<file path="src/rtl/tmr_pkg.sv">
package tmr_pkg;
  typedef enum logic [1:0] {
    SRC_SLOW = 2'd0,
    SRC_FAST = 2'd1,
    SRC_EXT  = 2'd2,
    SRC_OFF  = 2'd3
  } tick_src_e;
endpackage

</file>
<file path="src/rtl/tmr_edge_sync.sv">
module tmr_edge_sync #(
  parameter int STAGES = 2
) (
  input  logic clk,
  input  logic rst_n,
  input  logic din,
  output logic rise
);
  logic [STAGES:0] sh_q, sh_d;

  always_comb begin
    sh_d = {sh_q[STAGES-1:0], din};
  end

  always_ff @(posedge clk or negedge rst_n) begin
    if (!rst_n) sh_q <= '0;
    else        sh_q <= sh_d;
  end

  assign rise = sh_q[STAGES-1] & ~sh_q[STAGES];

  // a detected edge lasts one cycle only
  assert_single_edge_R9: assert property (@(posedge clk) disable iff (!rst_n)
    rise |=> !rise);
endmodule

</file>
<file path="src/rtl/tmr_tick_sel.sv">
module tmr_tick_sel
  import tmr_pkg::*;
(
  input  tick_src_e sel,
  input  logic      slow_tick,
  input  logic      fast_tick,
  input  logic      ext_rise,
  output logic      tick
);
  always_comb begin
    unique case (sel)
      SRC_SLOW: tick = slow_tick;
      SRC_FAST: tick = fast_tick;
      SRC_EXT:  tick = ext_rise;
      default:  tick = 1'b0;
    endcase
  end
endmodule

</file>
<file path="src/rtl/tmr_byte_cnt.sv">
module tmr_byte_cnt #(
  parameter int W = 8
) (
  input  logic         clk,
  input  logic         rst_n,
  input  logic         clr,
  input  logic         inc,
  output logic [W-1:0] cnt,
  output logic         ovf
);
  localparam logic [W-1:0] CNT_MAX = {W{1'b1}};

  logic [W-1:0] cnt_q, cnt_d;
  logic         ovf_q, ovf_d;

  always_comb begin
    cnt_d = cnt_q;
    ovf_d = 1'b0;
    if (clr) begin
      cnt_d = '0;
    end else if (inc) begin
      cnt_d = cnt_q + 1'b1;
      ovf_d = (cnt_q == CNT_MAX);
    end
  end

  always_ff @(posedge clk or negedge rst_n) begin
    if (!rst_n) begin
      cnt_q <= '0;
      ovf_q <= 1'b0;
    end else begin
      cnt_q <= cnt_d;
      ovf_q <= ovf_d;
    end
  end

  assign cnt = cnt_q;
  assign ovf = ovf_q;

  assert_clear_R2: assert property (@(posedge clk) disable iff (!rst_n)
    clr |=> cnt_q == '0);
  assert_step_R1: assert property (@(posedge clk) disable iff (!rst_n)
    (inc && !clr) |=> cnt_q == $past(cnt_q) + 1'b1);
  assert_hold_R7: assert property (@(posedge clk) disable iff (!rst_n)
    (!inc && !clr) |=> $stable(cnt_q));
  assert_ovf_wraps_R10: assert property (@(posedge clk) disable iff (!rst_n)
    ovf_q |-> cnt_q == '0);
  assert_ovf_pulse_R10: assert property (@(posedge clk) disable iff (!rst_n)
    ovf_q |=> !ovf_q);
endmodule

</file>
<file path="src/rtl/tmr_pair.sv">
module tmr_pair
  import tmr_pkg::*;
#(
  parameter int W          = 8,
  parameter int SYNC_STAGES = 2
) (
  input  logic         clk,
  input  logic         rst_n,
  input  logic         mode16,
  input  logic         run_lo,
  input  logic         run_hi,
  input  logic [1:0]   src_lo,
  input  logic [1:0]   src_hi,
  input  logic         slow_tick,
  input  logic         fast_tick,
  input  logic         ext_pin,
  input  logic         wr_en,
  input  logic         rd_en,
  input  logic         addr,
  input  logic [W-1:0] wdata,
  output logic [W-1:0] rdata,
  output logic         ovf_lo,
  output logic         ovf_hi
);
  localparam logic [W-1:0] BYTE_MAX = {W{1'b1}};

  // reset: asserted asynchronously, released on the clock
  logic [1:0] rst_sync_q;
  logic       rst_int_n;
  always_ff @(posedge clk or negedge rst_n) begin
    if (!rst_n) rst_sync_q <= 2'b00;
    else        rst_sync_q <= {rst_sync_q[0], 1'b1};
  end
  assign rst_int_n = rst_sync_q[1];

  logic ext_rise;
  tmr_edge_sync #(.STAGES(SYNC_STAGES)) u_sync (
    .clk(clk), .rst_n(rst_int_n), .din(ext_pin), .rise(ext_rise)
  );

  logic tick_lo, tick_hi;
  tmr_tick_sel u_sel_lo (
    .sel(tick_src_e'(src_lo)), .slow_tick(slow_tick), .fast_tick(fast_tick),
    .ext_rise(ext_rise), .tick(tick_lo)
  );
  tmr_tick_sel u_sel_hi (
    .sel(tick_src_e'(src_hi)), .slow_tick(slow_tick), .fast_tick(fast_tick),
    .ext_rise(ext_rise), .tick(tick_hi)
  );

  logic [W-1:0] cnt_lo, cnt_hi;
  logic         inc_lo, inc_hi, clr_lo, clr_hi;

  always_comb begin
    inc_lo = run_lo & tick_lo;
    inc_hi = mode16 ? (inc_lo & (cnt_lo == BYTE_MAX)) : (run_hi & tick_hi);
    clr_lo = wr_en & (mode16 | ~addr);
    clr_hi = wr_en & (mode16 | addr);
  end

  tmr_byte_cnt #(.W(W)) u_cnt_lo (
    .clk(clk), .rst_n(rst_int_n), .clr(clr_lo), .inc(inc_lo),
    .cnt(cnt_lo), .ovf(ovf_lo)
  );
  tmr_byte_cnt #(.W(W)) u_cnt_hi (
    .clk(clk), .rst_n(rst_int_n), .clr(clr_hi), .inc(inc_hi),
    .cnt(cnt_hi), .ovf(ovf_hi)
  );

  // high-byte snapshot taken on a low-byte read in chained mode
  logic [W-1:0] hold_q, hold_d;
  logic         snap;
  always_comb begin
    snap   = rd_en & ~addr & mode16;
    hold_d = snap ? cnt_hi : hold_q;
  end
  always_ff @(posedge clk or negedge rst_int_n) begin
    if (!rst_int_n) hold_q <= '0;
    else            hold_q <= hold_d;
  end

  always_comb begin
    if (!addr)       rdata = cnt_lo;
    else if (mode16) rdata = hold_q;
    else             rdata = cnt_hi;
  end

  assert_snapshot_R5: assert property (@(posedge clk) disable iff (!rst_int_n)
    (rd_en && !addr && mode16) |=> hold_q == $past(cnt_hi));
  assert_carry_only_R4: assert property (@(posedge clk) disable iff (!rst_int_n)
    ($past(mode16) && !$past(wr_en) && cnt_hi != $past(cnt_hi))
      |-> ($past(cnt_lo) == BYTE_MAX && cnt_lo == '0));
  assert_chain_clear_R3: assert property (@(posedge clk) disable iff (!rst_int_n)
    (wr_en && mode16) |=> (cnt_lo == '0 && cnt_hi == '0));
  assert_data_ignored_R2: assert property (@(posedge clk) disable iff (!rst_int_n)
    (wr_en && !addr && wdata != '0) |=> cnt_lo == '0);
endmodule

</file>
<file path="config.mk">
export PLATFORM = sky130hd
export DESIGN_NAME = tmr_pair
export DESIGN_NICKNAME = d
export VERILOG_FILES = /design/src/rtl/tmr_pkg.sv /design/src/rtl/tmr_edge_sync.sv /design/src/rtl/tmr_tick_sel.sv /design/src/rtl/tmr_byte_cnt.sv /design/src/rtl/tmr_pair.sv
export SDC_FILE = /design/constraint.sdc
export NUM_CORES = 1
export LEC_CHECK = 0
export BUFFER_PORTS_ARGS = -buffer_cell sky130_fd_sc_hd__buf_4
export CAP_MARGIN = 0
export CORE_MARGIN = 4
export CORE_UTILIZATION = 25
export DETAILED_ROUTE_END_ITERATION = 8
export GPL_TIMING_DRIVEN = 0
export HOLD_SLACK_MARGIN = 0.03
export SYNTH_ARGS = -nofsm -noshare
export SYNTH_HDL_FRONTEND = slang
export SYNTH_SLANG_ARGS = --single-unit
</file>
<file path="constraint.sdc">
create_clock -name clk -period 1 [get_ports clk]
set_input_delay 0.15 -clock clk [delete_from_list [all_inputs] [get_ports clk]]
set_output_delay 0.15 -clock clk [all_outputs]
set_load 0.05 [all_outputs]
</file>
After elaboration in Yosys (flattened, before gate mapping)
Index checks and enable logic that the tools add are counted.
- input port bits: 23
- memories kept: 0
- output and inout port bits: 10
- memory bits (read-only): 0
- latch bits: 0
- memory bits (writable): 0
- word-level logic and storage cells: 44
- bits in registers: 31
- shift-type cells: 0
- reductions and logical operators: 4
- div/mod/pow operators: 0
- bitwise logic cells: 12
- multiplexer cells: 13
- $mul: 0
- magnitude comparators: 0
- equal/unequal tests: 6
- add/subtract/negate cells: 2
- operator list (kind ; count):
    $mux W8 ; 6
    $add A8 B1 Y8 const B ; 2
    $eq A8 B8 Y1 const B ; 2
    $and A1 B1 Y1 ; 8
    $pmux W1 S3 ; 2
    $mux W1 ; 5
    $eq A2 B1 Y1 const B ; 2
    $eq A2 B2 Y1 const B ; 2
    $logic_not A2 Y1 ; 2
    $reduce_bool A2 Y1 ; 2
    $not A1 Y1 ; 2
    $or A1 B1 Y1 ; 2

Logic depth before layout (Yosys ltp)
Gate-level depths: netlist of the first run.
- depth in word-level cells: 8
- mapped depth: 7
- gate-level depth less buffers: 6

Cells and area by module
Synthesis of the first run repeated with hierarchy kept, for this count alone.
- cells, all modules: 146
- area, all modules: 1590.3 sq um
- by module, submodules not included (module ; seq. area each (sq um) ; instances ; cells each ; area an instance (sq um)):
    tmr_byte_cnt ; 225.2 ; 2 ; 40 ; 429.2
    tmr_pair ; 250.2 ; 1 ; 56 ; 598.1
    tmr_edge_sync ; 75.1 ; 1 ; 4 ; 88.8
    tmr_tick_sel ; 0.0 ; 2 ; 3 ; 22.5

Worst setup path before layout of the first run
OpenSTA, ideal clock, no wires.
- path kind: reg-to-reg
- start point: register u_sync.sh_q[2]
- end point: register u_cnt_hi.cnt_q[2] (netlist: u_cnt_hi.cnt[2])
- data arrival time: 1.947 ns
- cell stages (with the launch flop): 7
- library setup time: 0.078 ns
- path buffers: 1
- period minus slack after synthesis: 2.025 ns
- data required time: 0.922 ns
- slack: -1.025 ns
- cell sequence: dfrtp_1 > or3b_4 > a2111oi_4 > a22oi_4 > buf_6 > or3_1 > a21oi_1
- longest elaborated chain between the ends: 7
- elaborated cells on any way between the ends: 9
- classes of those cells: 3 x mux; 5 x bitwise; 1 x reduce/logical
- RTL lines (what ; RTL line ; source):
    from (decl) ; tmr_edge_sync.sv:9 ; logic [STAGES:0] sh_q, sh_d;
    from (signal assigned) ; tmr_edge_sync.sv:16 ; if (!rst_n) sh_q <= '0;
    from (signal assigned) ; tmr_edge_sync.sv:17 ; else sh_q <= sh_d;
    $not A1 Y1 * ; tmr_edge_sync.sv:20 ; assign rise = sh_q[STAGES-1] & ~sh_q[STAGES];
    $and A1 B1 Y1 * ; tmr_edge_sync.sv:20 ;
    $pmux W1 S3 ; tmr_tick_sel.sv:11 ; unique case (sel)
    $and A1 B1 Y1 ; tmr_pair.sv:55 ; inc_lo = run_lo & tick_lo;
    $and A1 B1 Y1 ; tmr_pair.sv:56 ; inc_hi = mode16 ? (inc_lo & (cnt_lo == BYTE_MAX)) : (run_hi & tick_hi);
    $mux W1 * ; tmr_pair.sv:56 ;
    $reduce_bool A2 Y1 (no line) * ; -- ;
    to (signal assigned) ; tmr_byte_cnt.sv:32 ; cnt_q <= cnt_d;
    to (decl) ; tmr_byte_cnt.sv:13 ; logic [W-1:0] cnt_q, cnt_d;
Mark *: on every way between the ends. The rest lies on a longest branch, timed or not.
A chain may end at the register's enable or synchronous reset.

Worst setup path in the final report of the first run
Ends and elaborated chain as after synthesis.

==> results of run 1 <==
-- final cells by class --
class	count	area, um2
inverter	4	15.0
fill	567	3600
multi-input combinational	108	980
sequential	31	783
tap	75	93.8
buffer	5	41.3
clock buffer	6	82.6
clock inverter	2	35.0
timing repair buffer	40	358
-- power groups by stage --
stage / registers, uW / logic, uW / clock network, uW
2_1_floorplan: 1350 / 264 / 0
3_3_place_gp: 1360 / 378 / 0
3_5_place_dp: 1360 / 383 / 0
4_1_cts: 1350 / 452 / 1330
5_1_grt: 1360 / 501 / 1400
6_report: 1350 / 463 / 1300
-- per-layer routing --
layer | global-route usage [%] | routed length [um] | share of wire (%) | up-vias
li1 | - | - | - | 629
met1 | 15.1 | 1750 | 47 | 609
met2 | 16.7 | 1710 | 45 | 26
met3 | 3.60 | 227 | 6.0 | 5
met4 | 4.60 | 75 | 2.0 | 0
met5 | 0 | 0 | 0 | -
-- worst max path at each step --
| stage | cells past startpoint | end | start | slack [ns] |
|---|---|---|---|---|
| global placement | 6 | u_cnt_hi.cnt[2] | u_sync.sh_q[2] | -1.10 |
| global route | 7 | u_cnt_lo.cnt[5] | u_sync.sh_q[1] | -1.04 |
| detailed placement | 6 | u_cnt_hi.cnt[2] | u_sync.sh_q[2] | -1.11 |
| floorplan | 6 | u_cnt_hi.cnt[2] | u_sync.sh_q[2] | -0.92 |
| CTS | 6 | u_cnt_hi.cnt[2] | u_sync.sh_q[2] | -1.02 |
| finish | 6 | u_cnt_hi.cnt[2] | u_sync.sh_q[2] | -0.96 |
-- flip-flops by register name (all words and copies together) (netlist names) --
register / flops
hold_q: 8
u_cnt_hi.cnt: 8
u_cnt_lo.cnt: 8
u_sync.sh_q: 3
rst_sync_q: 2
u_cnt_hi.ovf: 1
u_cnt_lo.ovf: 1
-- stage by stage --
stage	setup TNS (ns)	instances	worst slack, ns	total power [uW]
after floorplan	-13.64	148	-0.920	1610
after global placement	-28.28	246	-1.10	1740
after detailed placement	-28.19	246	-1.11	1750
after CTS	-18.50	269	-1.02	3130
after global routing	-19.38	271	-1.04	3260
final	-17.35	271	-0.957	3110
-- synthesized netlist by cell type, types with 2 or more instances --
cell type | n | area [um2]
ha_1 | 2 | 25.0
inv_1 | 4 | 15.0
nand3_1 | 6 | 30.0
mux2i_1 | 10 | 100
nor2_1 | 19 | 71.3
and2_1 | 2 | 12.5
o21ai_0 | 7 | 35.0
nand2_1 | 3 | 11.3
a21oi_1 | 15 | 75.1
or3_1 | 7 | 43.8
xor2_1 | 6 | 52.6
buf_1 | 3 | 11.3
nor3_1 | 2 | 10.0
nand4_1 | 4 | 25.0
dfrtp_1 | 31 | 776
mux2_2 | 8 | 90.1
-- logic make-up (layout without fill, tap and decap cells) --
| group | after synthesis | count (layout) | synth area share (%) |
|---|---|---|---|
| other | 1 | 1 | 0.239 |
| multiplexers | 18 | 18 | 12.1 |
| XOR/XNOR | 7 | 7 | 3.91 |
| AND/OR/NAND/NOR | 51 | 51 | 17.1 |
| flip-flops | 31 | 31 | 49.5 |
| adder cells (fa/ha/maj) | 2 | 2 | 1.60 |
| AO/OA/AOI/OAI | 29 | 29 | 12.9 |
| buffers and inverters | 9 | 57 | 2.63 |
-- timing repair --
| item | CTS | global route |
|---|---|---|
| hold buffers | 2 | 0 |
| pin swaps | 11 | 4 |
| resized for setup | 31 | 18 |
| setup endpoints to repair | 62 | 28 |
| buffers inserted | 12 | 2 |
| gates cloned | 1 | 0 |
| hold endpoints to repair | 3 | 0 |
-- worst reg2reg max path, cell delays in order, from the launching register on --
cell and delay (ns):
dfrtp_1 0.37, or3b_4 0.39, a2111oi_4 0.37, a22oi_4 0.15
buf_6 0.16, or3_4 0.32, a21oi_2 0.12
==> results.md, run 1 <==
- Summing all placed instances gives a cell area of 0.00195 mm2.
- The smallest clock period supported by the final layout is computed as 1.96 ns.
- The warning count from the yosys run is 0.
- The clock passes through at most 2 buffers.
- The maximum fanout along the worst path is 6.
- Yosys mapped a number of flops with a built-in enable equal to 0.
- The total clock sinks is 31.
- The launching element type of the critical path is a flop.
- The count of endpoints failing hold in the final timing report was 0.
- The residual DRC count is 0.
- Among cell families on the critical path, the largest total delay comes from simple AND/OR/NAND/NOR gates.
- The highest clock rate is 511 MHz.
- The top-level I/O count is 33.
- Leaving out fill and tap cells, the most frequent cells in the layout are buf_4 (25), dfrtp_1 (25), nor2_1 (17).
- The last weighted congestion value of the routability-driven placer is 0.811.
- In this run the remaining antenna-violating nets after routing total 0.
- The final standard cell utilization of the core is 39.9%.
- The cell count after synthesis is 148.
- After legalization and detailed placement, the total HPWL measured 2560 um.
- The register-to-register path setup slack is -0.96 ns.
- The cell with the largest stage delay on the worst path is or3b_4.
- The number of port buffers is 23.
- At the pin with the least slew margin, the transition time is 0.738 ns.
- The number of violations reported at the end of detailed-routing iteration 0 is 61.
- The signal on the critical path passes through or3b_4 -> a2111oi_4 -> a22oi_4 -> buf_6 -> or3_4 -> a21oi_2.
- In this run the power density over the cells is 1300 mW/mm2.
- Dividing the detail-routed via count by the number of cells gives 4.68.
- The synthesized design contains 31 register bits.
- The critical path is of the flop to flop type.
- The wire length of the first global-routing pass is 6460 um.
- The most frequently used flop master after synthesis is dfrtp_1.
- The repair_antennas step left the layout with diodes totalling 0.
- The sum of buffers and inverters on the critical path is 1.
- A synthesized cell averages 10.6 um2.
- Clock tree synthesis selected as its root buffer the cell clkbuf_8.
- The floorplan has 28 rows.
- After layout, the worst path uses 196% of the clock period.
- Counting cells, the worst reg-to-reg path comes to 6.
- The area growth from synthesis to final layout is 52.4%.
- The worst setup path is captured at a flop.
- The die extent in y is 87.2 um.
- The number of antenna violations at the first check in global routing is 0.
- After detailed routing, the total wire length is 3760 um.
- Counting the buffers created by CTS gives 5.
- The fraction of power spent switching nets is 25.8%.
- For this design the static power due to leakage is 0.00103 uW.
- The final-stage net count is 220.
- The largest single stage delay on the critical path is 0.39 ns.
- For this run, asynchronously set or reset flops after synthesis account for 100%.
- The via count of the first global-routing pass is 1358.
- The H-tree depth is 2.
- The max-slew violation count is 0.
- The checks that failed: setup timing.
- The tightest hold path in the finished design has a slack of 0.165 ns.
- The share of the yosys chip area belonging to registers is 49.5%.
- The endpoint required time on the critical path is 1.22 ns.
- The flow ran to the end, but the final reports show violations.
- The share of total power dissipated in combinational logic is 14.9%.
- In this run, flip-flops and latches consume 43.4% of the power.
- The first-pass iteration count of the detailed router is 4.
- Entering global routing, the biggest net connects 30 pins.
- Setup repair after global routing could not meet its margin everywhere.
- Max-cap violations in this run came to 0.
- The synthesized netlist occupies a cell area of 0.00157 mm2.
- The net switching power is 801 uW.
- Dividing the detail-routed wire length by the instance count gives 13.9 um.
- The routed layout has 1269 vias.
- Clock-pin slew was measured on the worst setup and hold paths at 0.07 ns.
- The cell area after layout is 0.00239 mm2.
- The worst-skew pair later-pin latency is 0.29 ns.
- The clock network accounts for 41.7% of the total power.
- The floorplan step set the die width to 87.2 um.
- The origin of the critical flop-to-flop path is u_sync.sh_q[2].
- The smallest setup slack after layout is -0.957 ns.
- Of the cells placed in the final design, the portion with a size suffix greater than 1 is 50.0%.
- The headroom to the max-slew limit is 50.7%.
- The netlist uses 35 different library cells.
- The internal power of the cells totals 2310 uW.
- The floorplan step defined a die boundary enclosing 0.00760 mm2.
- The overall fraction of global-route tracks in use is 11.2%.
- The min-delay analysis places its worst path in the category primary input to asynchronous set/reset pin.
- The overflow left after global routing is 0.
- The TritonCTS clock tree is done.
- Setup violations remaining at the end of the flow were counted as 26.
- The worst path arrival time is 2.18 ns.
- The area of the placeable core is 0.00599 mm2.
- Across the VDD grid, the largest voltage drop is 0.477 mV.
- The number of nets in the synthesized netlist is 173.
- Clock skew on the completed layout was measured at 0.00722 ns.
- The initial cell density of the core is 26.2%.
- The worst register-to-register path ends at u_cnt_hi.cnt[2].
(Power assumes the default switching activity.)
==> inputs of run 2 (changes only) <==
==> constraint.sdc (replaced) <==
create_clock -name clk -period 1 [get_ports clk]
set_input_delay 0.05 -clock clk [delete_from_list [all_inputs] [get_ports clk]]
set_output_delay 0.05 -clock clk [all_outputs]
set_load 0.05 [all_outputs]
==> run 2 against run 1 <==
  * The flow still finishes with violations (setup timing)
  * First-iteration DRC count is 6.6% lower
  * Sequential share of layout area is 1.6 points higher
  * Register-to-register slack hardly changed
  * Hold slack got worse by 0.086 ns
  * Global-route usage decreased by 0.83 points
  * Critical path type unchanged
==> results.md, run 2 (synthesized netlist as in run 1, its figures left out) <==
- The overflow left after global routing is 0 (unchanged).
- The count of endpoints failing hold in the final timing report was 0 (unchanged).
- The worst min-delay path class is primary input to asynchronous set/reset pin (unchanged).
- The worst hold slack across all endpoints is 0.0793 ns (was 0.165 ns).
- The endpoint required time on the critical path came to 1.21 ns (was 1.22 ns).
- The number of setup violations in the final report was 26 (unchanged).
- The highest clock rate is 510 MHz (was 511 MHz).
- The total length of routed wires is 3660 um (was 3760 um).
- The smallest setup slack after layout is -0.960 ns (was -0.957 ns).
- The first-pass iteration count of the detailed router was 4 (unchanged).
- The maximum number of pins on one net before global-route repair is 30 (unchanged).
- The max capacitance violation total came to 0 (unchanged).
- The number of nets still failing antenna checks after routing was 0 (unchanged).
- The origin of the critical flop-to-flop path is u_sync.sh_q[2] (unchanged).
- The TritonCTS clock tree is done (unchanged).
- The transition time of the tightest slew-check pin is 0.832 ns (was 0.738 ns).
- The largest clock skew in the final design is 0.00553 ns (was 0.00722 ns).
- The worst setup path startpoint is u_sync.sh_q[2] (unchanged).
- The overall fraction of global-route tracks in use is 10.4% (was 11.2%).
- The H-tree depth is 2 (unchanged).
- The cell area power density was 1200 mW/mm2 (was 1300 mW/mm2).
- The number of buffers on the longest clock path is 2 (unchanged).
- The clock network fraction of total power is 34.2% (was 41.7%).
- The library cell used most frequently in the layout, excluding fill and tap cells, is dfrtp_1.
- The total clock sinks is 31 (unchanged).
- The final worst-path cycle share is 196% (about the same).
- The biggest cell delay along the critical path is 0.39 ns (about the same).
- The fraction of power spent switching nets was 27.6% (was 25.8%).
- The initial cell density of the core came to 26.2% (unchanged).
- Status: finished, violations left (unchanged).
- The headroom to the max-slew limit is 44.4% (was 50.7%).
- Unrepaired setup endpoints after global routing: true (unchanged).
- The launching element type of the critical path is a flop (unchanged).
- The final-stage net count is 219 (was 220).
- The net switching power is 754 uW (was 801 uW).
- The width of the die is 87.2 um (unchanged).
- The worst path arrival time is 2.17 ns (was 2.18 ns).
- The final standard cell utilization of the core came to 37.9% (was 39.9%).
- The leakage power of the design is 0.00101 uW (was 0.00103 uW).
- The via count of the first global-routing pass is 1292 (was 1358).
- The total die area was 0.00760 mm2 (unchanged).
- The number of antenna violations at the first check in global routing came to 0 (unchanged).
- The kind of critical path is flop to flop (unchanged).
- Chain of cells forming the critical path: or3b_4 -> a2111oi_4 -> buf_4 -> a22oi_4 -> buf_6 -> or3_1 -> a21oi_1 (was or3b_4 -> a2111oi_4 -> a22oi_4 -> buf_6 -> or3_4 -> a21oi_2).
- The per-cell via count in the routed design came to 4.66 (was 4.68).
- The maximum vdd ir drop came to 0.567 mV (was 0.477 mV).
- The row count is 28 (unchanged).
- The post-layout total power is 2730 uW (was 3110 uW).
- Violations in the final reports: setup timing (unchanged).
- The die extent in y came to 87.2 um (unchanged).
- The wire length of the first global-routing pass is 6130 um (was 6460 um).
- The cell with the largest stage delay on the worst path is or3b_4 (unchanged).
- The category of the worst setup path capture point is a flop (unchanged).
- The average wire per cell in the routed design is 13.6 um (was 13.9 um).
- The top-level I/O count is 33 (unchanged).
- The cell chosen for the clock root is clkbuf_8 (unchanged).
- The internal power of the cells is 1980 uW (was 2310 uW).
- The residual DRC count was 0 (unchanged).
- The number of buffers inserted during clock tree synthesis came to 5 (unchanged).
- The area of the placeable core was 0.00599 mm2 (unchanged).
- Most frequent cells in the layout: dfrtp_1 (27), buf_4 (26), nor2_1 (18) (was buf_4 (25), dfrtp_1 (25), nor2_1 (17)).
- The area growth from synthesis to final layout is 44.7% (was 52.4%).
- The number of antenna repair diodes is 0 (unchanged).
- The number of port buffers came to 23 (unchanged).
- The clock-pin slew of the registers on the worst-case setup and hold paths is 0.06 ns (was 0.07 ns).
- The maximum fanout along the worst path is 7 (was 6).
- The final critical-path required period is 1.96 ns (about the same).
- The max-slew violation count is 0 (unchanged).
- The worst-skew pair later-pin latency is 0.28 ns (was 0.29 ns).
- The share of cells above drive strength 1 is 43.6% (was 50.0%).
- The number of violations reported at the end of detailed-routing iteration 0 came to 57 (was 61).
- The last weighted congestion value of the routability-driven placer is 0.746 (was 0.811).
- The total half-perimeter wirelength after legalization and detailed placement is 2510 um (was 2560 um).
- The portion of total power attributed to sequential cells is 49.5% (was 43.4%).
- The power share of the combinational group is 16.3% (was 14.9%).
- The via count is 1257 (was 1269).
## run 2: stage by stage
step	setup WS (ns)	std cells	cell area [um2]	TNS (ns)
2_1_floorplan	-0.920	148	1660	-12.89
3_3_place_gp	-1.09	246	1920	-27.24
3_5_place_dp	-1.10	246	1920	-28.14
4_1_cts	-1.01	269	2230	-17.42
5_1_grt	-1.06	270	2270	-18.56
6_report	-0.960	270	2270	-16.40
## run 2: per-layer routing
metal / part of all wire [%] / track usage [%]
met5: 0 / 0
met1: 48 / 13.7
met4: 1.4 / 3.77
met3: 5.3 / 3.31
met2: 45 / 16.0
## run 2: worst max-delay path: cells and delay by family (launching register included)
kind | cells | cell delay [ns]
buffers and inverters | 2 | 0.35
and+or+nand+nor | 2 | 0.69
DFF | 1 | 0.37
AOI/OAI and AO/OA | 3 | 0.48
## run 2: worst paths after layout
| check | endpoint | slack (ns) | depth (start not counted) |
|---|---|---|---|
| max | u_cnt_hi.cnt[2] | -0.96 | 7 |
| min | rst_sync_q[1] | 0.08 | 2 |
| max reg2reg | u_cnt_hi.cnt[2] | -0.96 | 7 |
| min reg2reg | u_sync.sh_q[0] | 0.29 | 0 |
| max in group asynchronous | u_cnt_hi.cnt[0] | 0.24 | 0 |
| min in group clk | u_cnt_lo.cnt[2] | 0.30 | 3 |
## run 2: cell type report
| cell class | count | area, um2 |
|---|---|---|
| plain buffers | 5 | 32.5 |
| clock buffers | 7 | 76.3 |
| clock inverters | 1 | 5.00 |
| fillers | 603 | 3720 |
| inverters | 4 | 15.0 |
| multi-input cells | 108 | 916 |
| flip-flops and latches | 31 | 781 |
| well taps | 75 | 93.8 |
| repair buffers | 39 | 349 |
## run 2: what timing repair did
action                                  4_1_cts  5_1_grt
gates cloned                                  1        0
pin swaps                                     8        9
hold endpoints to repair                      3        0
buffers inserted                             12        1
endpoints found under the setup margin       63       26
resized for setup                            24       12
hold buffers                                  2        0
## run 2: power groups by stage
stage / registers [uW] / logic, uW / clock network [uW]
after floorplan: 1350 / 254 / 0
after global placement: 1360 / 369 / 0
after detailed placement: 1370 / 373 / 0
after CTS: 1350 / 437 / 980
after global routing: 1360 / 475 / 1040
final: 1350 / 444 / 934
==> inputs of run 3 (changes only) <==
- clock period: 1 -> 2.22 ns (I/O delays scaled with it)
==> run 3 against run 2 <==
  * The flow now finishes without violations
  * Register-to-register slack gained 1.1 ns
  * Cell count shrank 5.6%
  * Sequential power shrank 55%
  * Combinational power shrank 65%
  * Design area shrank 15%
  * Sequential share of layout area grew 5.7 points
  * Via count shrank 4.2%
  * Non-clock buffer count shrank 13
  * Flip-flop and latch count is the same
  * Setup slack gained 1.1 ns
  * Largest power group unchanged
  * Highest routed layer unchanged
==> results.md, run 3 (synthesized netlist as in run 1, its figures left out) <==
- Status: complete, no violations (was finished, violations left).
- The final-stage net count came to 206 (was 219).
- The max capacitance violation total was 0 (unchanged).
- The area growth from synthesis to final layout came to 23.4% (was 44.7%).
- The clock-pin slew of the registers on the worst-case setup and hold paths is 0.06 ns (about the same).
- The category of the worst setup path capture point is a flop (unchanged).
- The number of port buffers came to 23 (unchanged).
- The cell chosen for the clock root was clkbuf_8 (unchanged).
- The pre-CTS setup slack was 0.0349 ns (was -1.10 ns).
- The average wire per cell in the routed design is 13.3 um (was 13.6 um).
- The top-level I/O count is 33 (unchanged).
- The launching element type of the critical path is a flop (unchanged).
- The die extent in y is 87.2 um (unchanged).
- The total half-perimeter wirelength after legalization and detailed placement is 2470 um (was 2510 um).
- The total negative slack is 0 ns (was -16.40 ns).
- The smallest setup slack after layout is 0.181 ns (was -0.960 ns).
- The kind of critical path was flop to flop (unchanged).
- The length in cells of the worst reg-to-reg path is 6 (was 7).
- The most common library cell in the layout ignoring fill and taps is dfrtp_1 (unchanged).
- The wire length of the first global-routing pass is 5690 um (was 6130 um).
- The number of violations reported at the end of detailed-routing iteration 0 is 63 (was 57).
- The overall fraction of global-route tracks in use came to 9.80% (was 10.4%).
- The number of filler instances in the final layout was 616 (was 603).
- The largest clock skew in the final design is 0.00522 ns (was 0.00553 ns).
- The number of buffers on the longest clock path is 2 (unchanged).
- The final standard cell utilization of the core is 32.3% (was 37.9%).
- Most frequent cells in the layout: dfrtp_1 (31), buf_4 (24), nor2_1 (19) (was dfrtp_1 (27), buf_4 (26), nor2_1 (18)).
- The cell with the largest stage delay on the worst path is or3b_4 (unchanged).
- The biggest cell delay along the critical path came to 0.41 ns (was 0.39 ns).
- The total length of routed wires came to 3400 um (was 3660 um).
- The worst hold slack across all endpoints is 0.153 ns (was 0.0793 ns).
- The path length in cells of the critical path is 6 (was 7).
- The fraction of power spent switching nets is 26.3% (was 27.6%).
- The maximum vdd ir drop was 0.230 mV (was 0.567 mV).
- The total die area is 0.00760 mm2 (unchanged).
- The row count came to 28 (unchanged).
- The endpoint required time on the critical path is 2.42 ns (was 1.21 ns).
- The maximum number of pins on one net before global-route repair is 30 (unchanged).
- The number of gates resized after CTS came to 0 (was 24).
- Chain of cells forming the critical path: or3b_4 -> a2111oi_4 -> buf_4 -> nand3_1 -> or3_1 -> a21oi_1 (was or3b_4 -> a2111oi_4 -> buf_4 -> a22oi_4 -> buf_6 -> or3_1 -> a21oi_1).
- The internal power of the cells is 850 uW (was 1980 uW).
- The post-layout total power is 1150 uW (was 2730 uW).
- The final critical-path required period was 2.04 ns (was 1.96 ns).
- The headroom to the max-slew limit is 21.6% (was 44.4%).
- The first-pass iteration count of the detailed router came to 4 (unchanged).
- The width of the die came to 87.2 um (unchanged).
- The worst-skew pair later-pin latency is 0.27 ns (was 0.28 ns).
- The max-slew violation count is 0 (unchanged).
- The number of setup violations in the final report is 0 (was 26).
- The H-tree depth is 2 (unchanged).
- The total clock sinks was 31 (unchanged).
- The via count of the first global-routing pass came to 1182 (was 1292).
- The leakage power of the design was 0.000910 uW (was 0.00101 uW).
- The transition time of the tightest slew-check pin is 1.18 ns (was 0.832 ns).
- The clock network fraction of total power came to 34.2% (about the same).
- The last weighted congestion value of the routability-driven placer is 0.752 (was 0.746).
- The cell area power density was 596 mW/mm2 (was 1200 mW/mm2).
- The count of endpoints failing hold in the final timing report came to 0 (unchanged).
- The portion of total power attributed to sequential cells was 52.4% (was 49.5%).
- The final worst-path cycle share is 91.8% (was 196%).
- The share of cells above drive strength 1 is 23.3% (was 43.6%).
- The number of antenna repair diodes is 0 (unchanged).
- Unrepaired setup endpoints after global routing: false (was true).
- The via count is 1204 (was 1257).
- The power share of the combinational group came to 13.4% (was 16.3%).
- The net switching power came to 303 uW (was 754 uW).
- The number of buffers inserted during clock tree synthesis is 5 (unchanged).
- The worst setup path startpoint was u_sync.sh_q[2] (unchanged).
- The overflow left after global routing is 0 (unchanged).
- The initial cell density of the core is 26.2% (unchanged).
- The number of nets still failing antenna checks after routing is 0 (unchanged).
- The worst path arrival time is 2.24 ns (was 2.17 ns).
- The highest clock rate is 490 MHz (was 510 MHz).
- The critical path's top delay family is simple AND/OR/NAND/NOR gates (unchanged).
- The TritonCTS clock tree was done (unchanged).
- The worst min-delay path class was primary input to asynchronous set/reset pin (unchanged).
- The sum of buffers and inverters on the critical path is 1 (was 2).
- The number of antenna violations at the first check in global routing is 0 (unchanged).
- The area of the placeable core came to 0.00599 mm2 (unchanged).
- The maximum fanout along the worst path is 5 (was 7).
- The residual DRC count is 0 (unchanged).
- The origin of the critical flop-to-flop path is u_sync.sh_q[2] (unchanged).
- The per-cell via count in the routed design is 4.72 (was 4.66).
==> run 3: cell count changes in the layout (fill, tap and decap cells not counted), moves of 4 or more <==
cell | previous run | this run
a21oi_1 | 5 | 15
buf_6 | 10 | 1
a21oi_4 | 6 | 0
mux2i_1 | 4 | 10
a21oi_2 | 4 | 0
dfrtp_1 | 27 | 31
dfrtp_2 | 4 | 0
mux2i_2 | 4 | 0
o21ai_0 | 3 | 7
o21ai_1 | 4 | 0
==> run 3: per-stage QoR <==
step / instance area, um2 / instances
after detailed placement: 1830 / 246
after global placement: 1830 / 246
after floorplan: 1570 / 148
after global routing: 1930 / 255
after CTS: 1930 / 254
final: 1930 / 255
==> run 3: metal layers <==
| metal | global-route usage, % | wire length (um) |
|---|---|---|
| met5 | 0 | 0 |
| met4 | 4.18 | 58 |
| met3 | 3.97 | 243 |
| met2 | 14.0 | 1460 |
| met1 | 13.0 | 1640 |
==> run 3: cell type report <==
class	instances	area [um2]	share of cell area [%]
Buffer	5	26.3	1.36
Timing Repair Buffer	26	200	10.3
Tap cell	75	93.8	4.85
Inverter	4	15.0	0.776
Multi-Input combinational cell	108	751	38.8
Sequential cell	31	776	40.1
Clock buffer	6	72.6	3.75
==> run 3: final timing paths <==
| check | slack [ns] | end |
|---|---|---|
| worst max-delay path | 0.18 | u_cnt_lo.cnt[7] |
| worst min-delay path | 0.15 | rst_sync_q[0] |
| worst max register to register | 0.18 | u_cnt_lo.cnt[7] |
| worst min register to register | 0.35 | u_sync.sh_q[1] |
| max in group asynchronous | 1.02 | hold_q[3] |
| min in group clk | 0.31 | u_cnt_lo.ovf |
==> run 3: power groups by stage <==
stage / Combinational (uW) / Sequential (uW) / Clock [uW]
floorplan: 97.5 / 607 / 0
detailed placement: 152 / 615 / 0
CTS: 156 / 605 / 412
finish: 154 / 604 / 394
global placement: 150 / 614 / 0
global route: 167 / 608 / 438
==> run 3: repair_timing <==
| action | in CTS | in global routing |
|---|---|---|
| hold buffers | 2 | 0 |
| setup endpoints to repair | 0 | 7 |
| setup buffers | 0 | 1 |
| endpoints found under the hold margin | 3 | 0 |
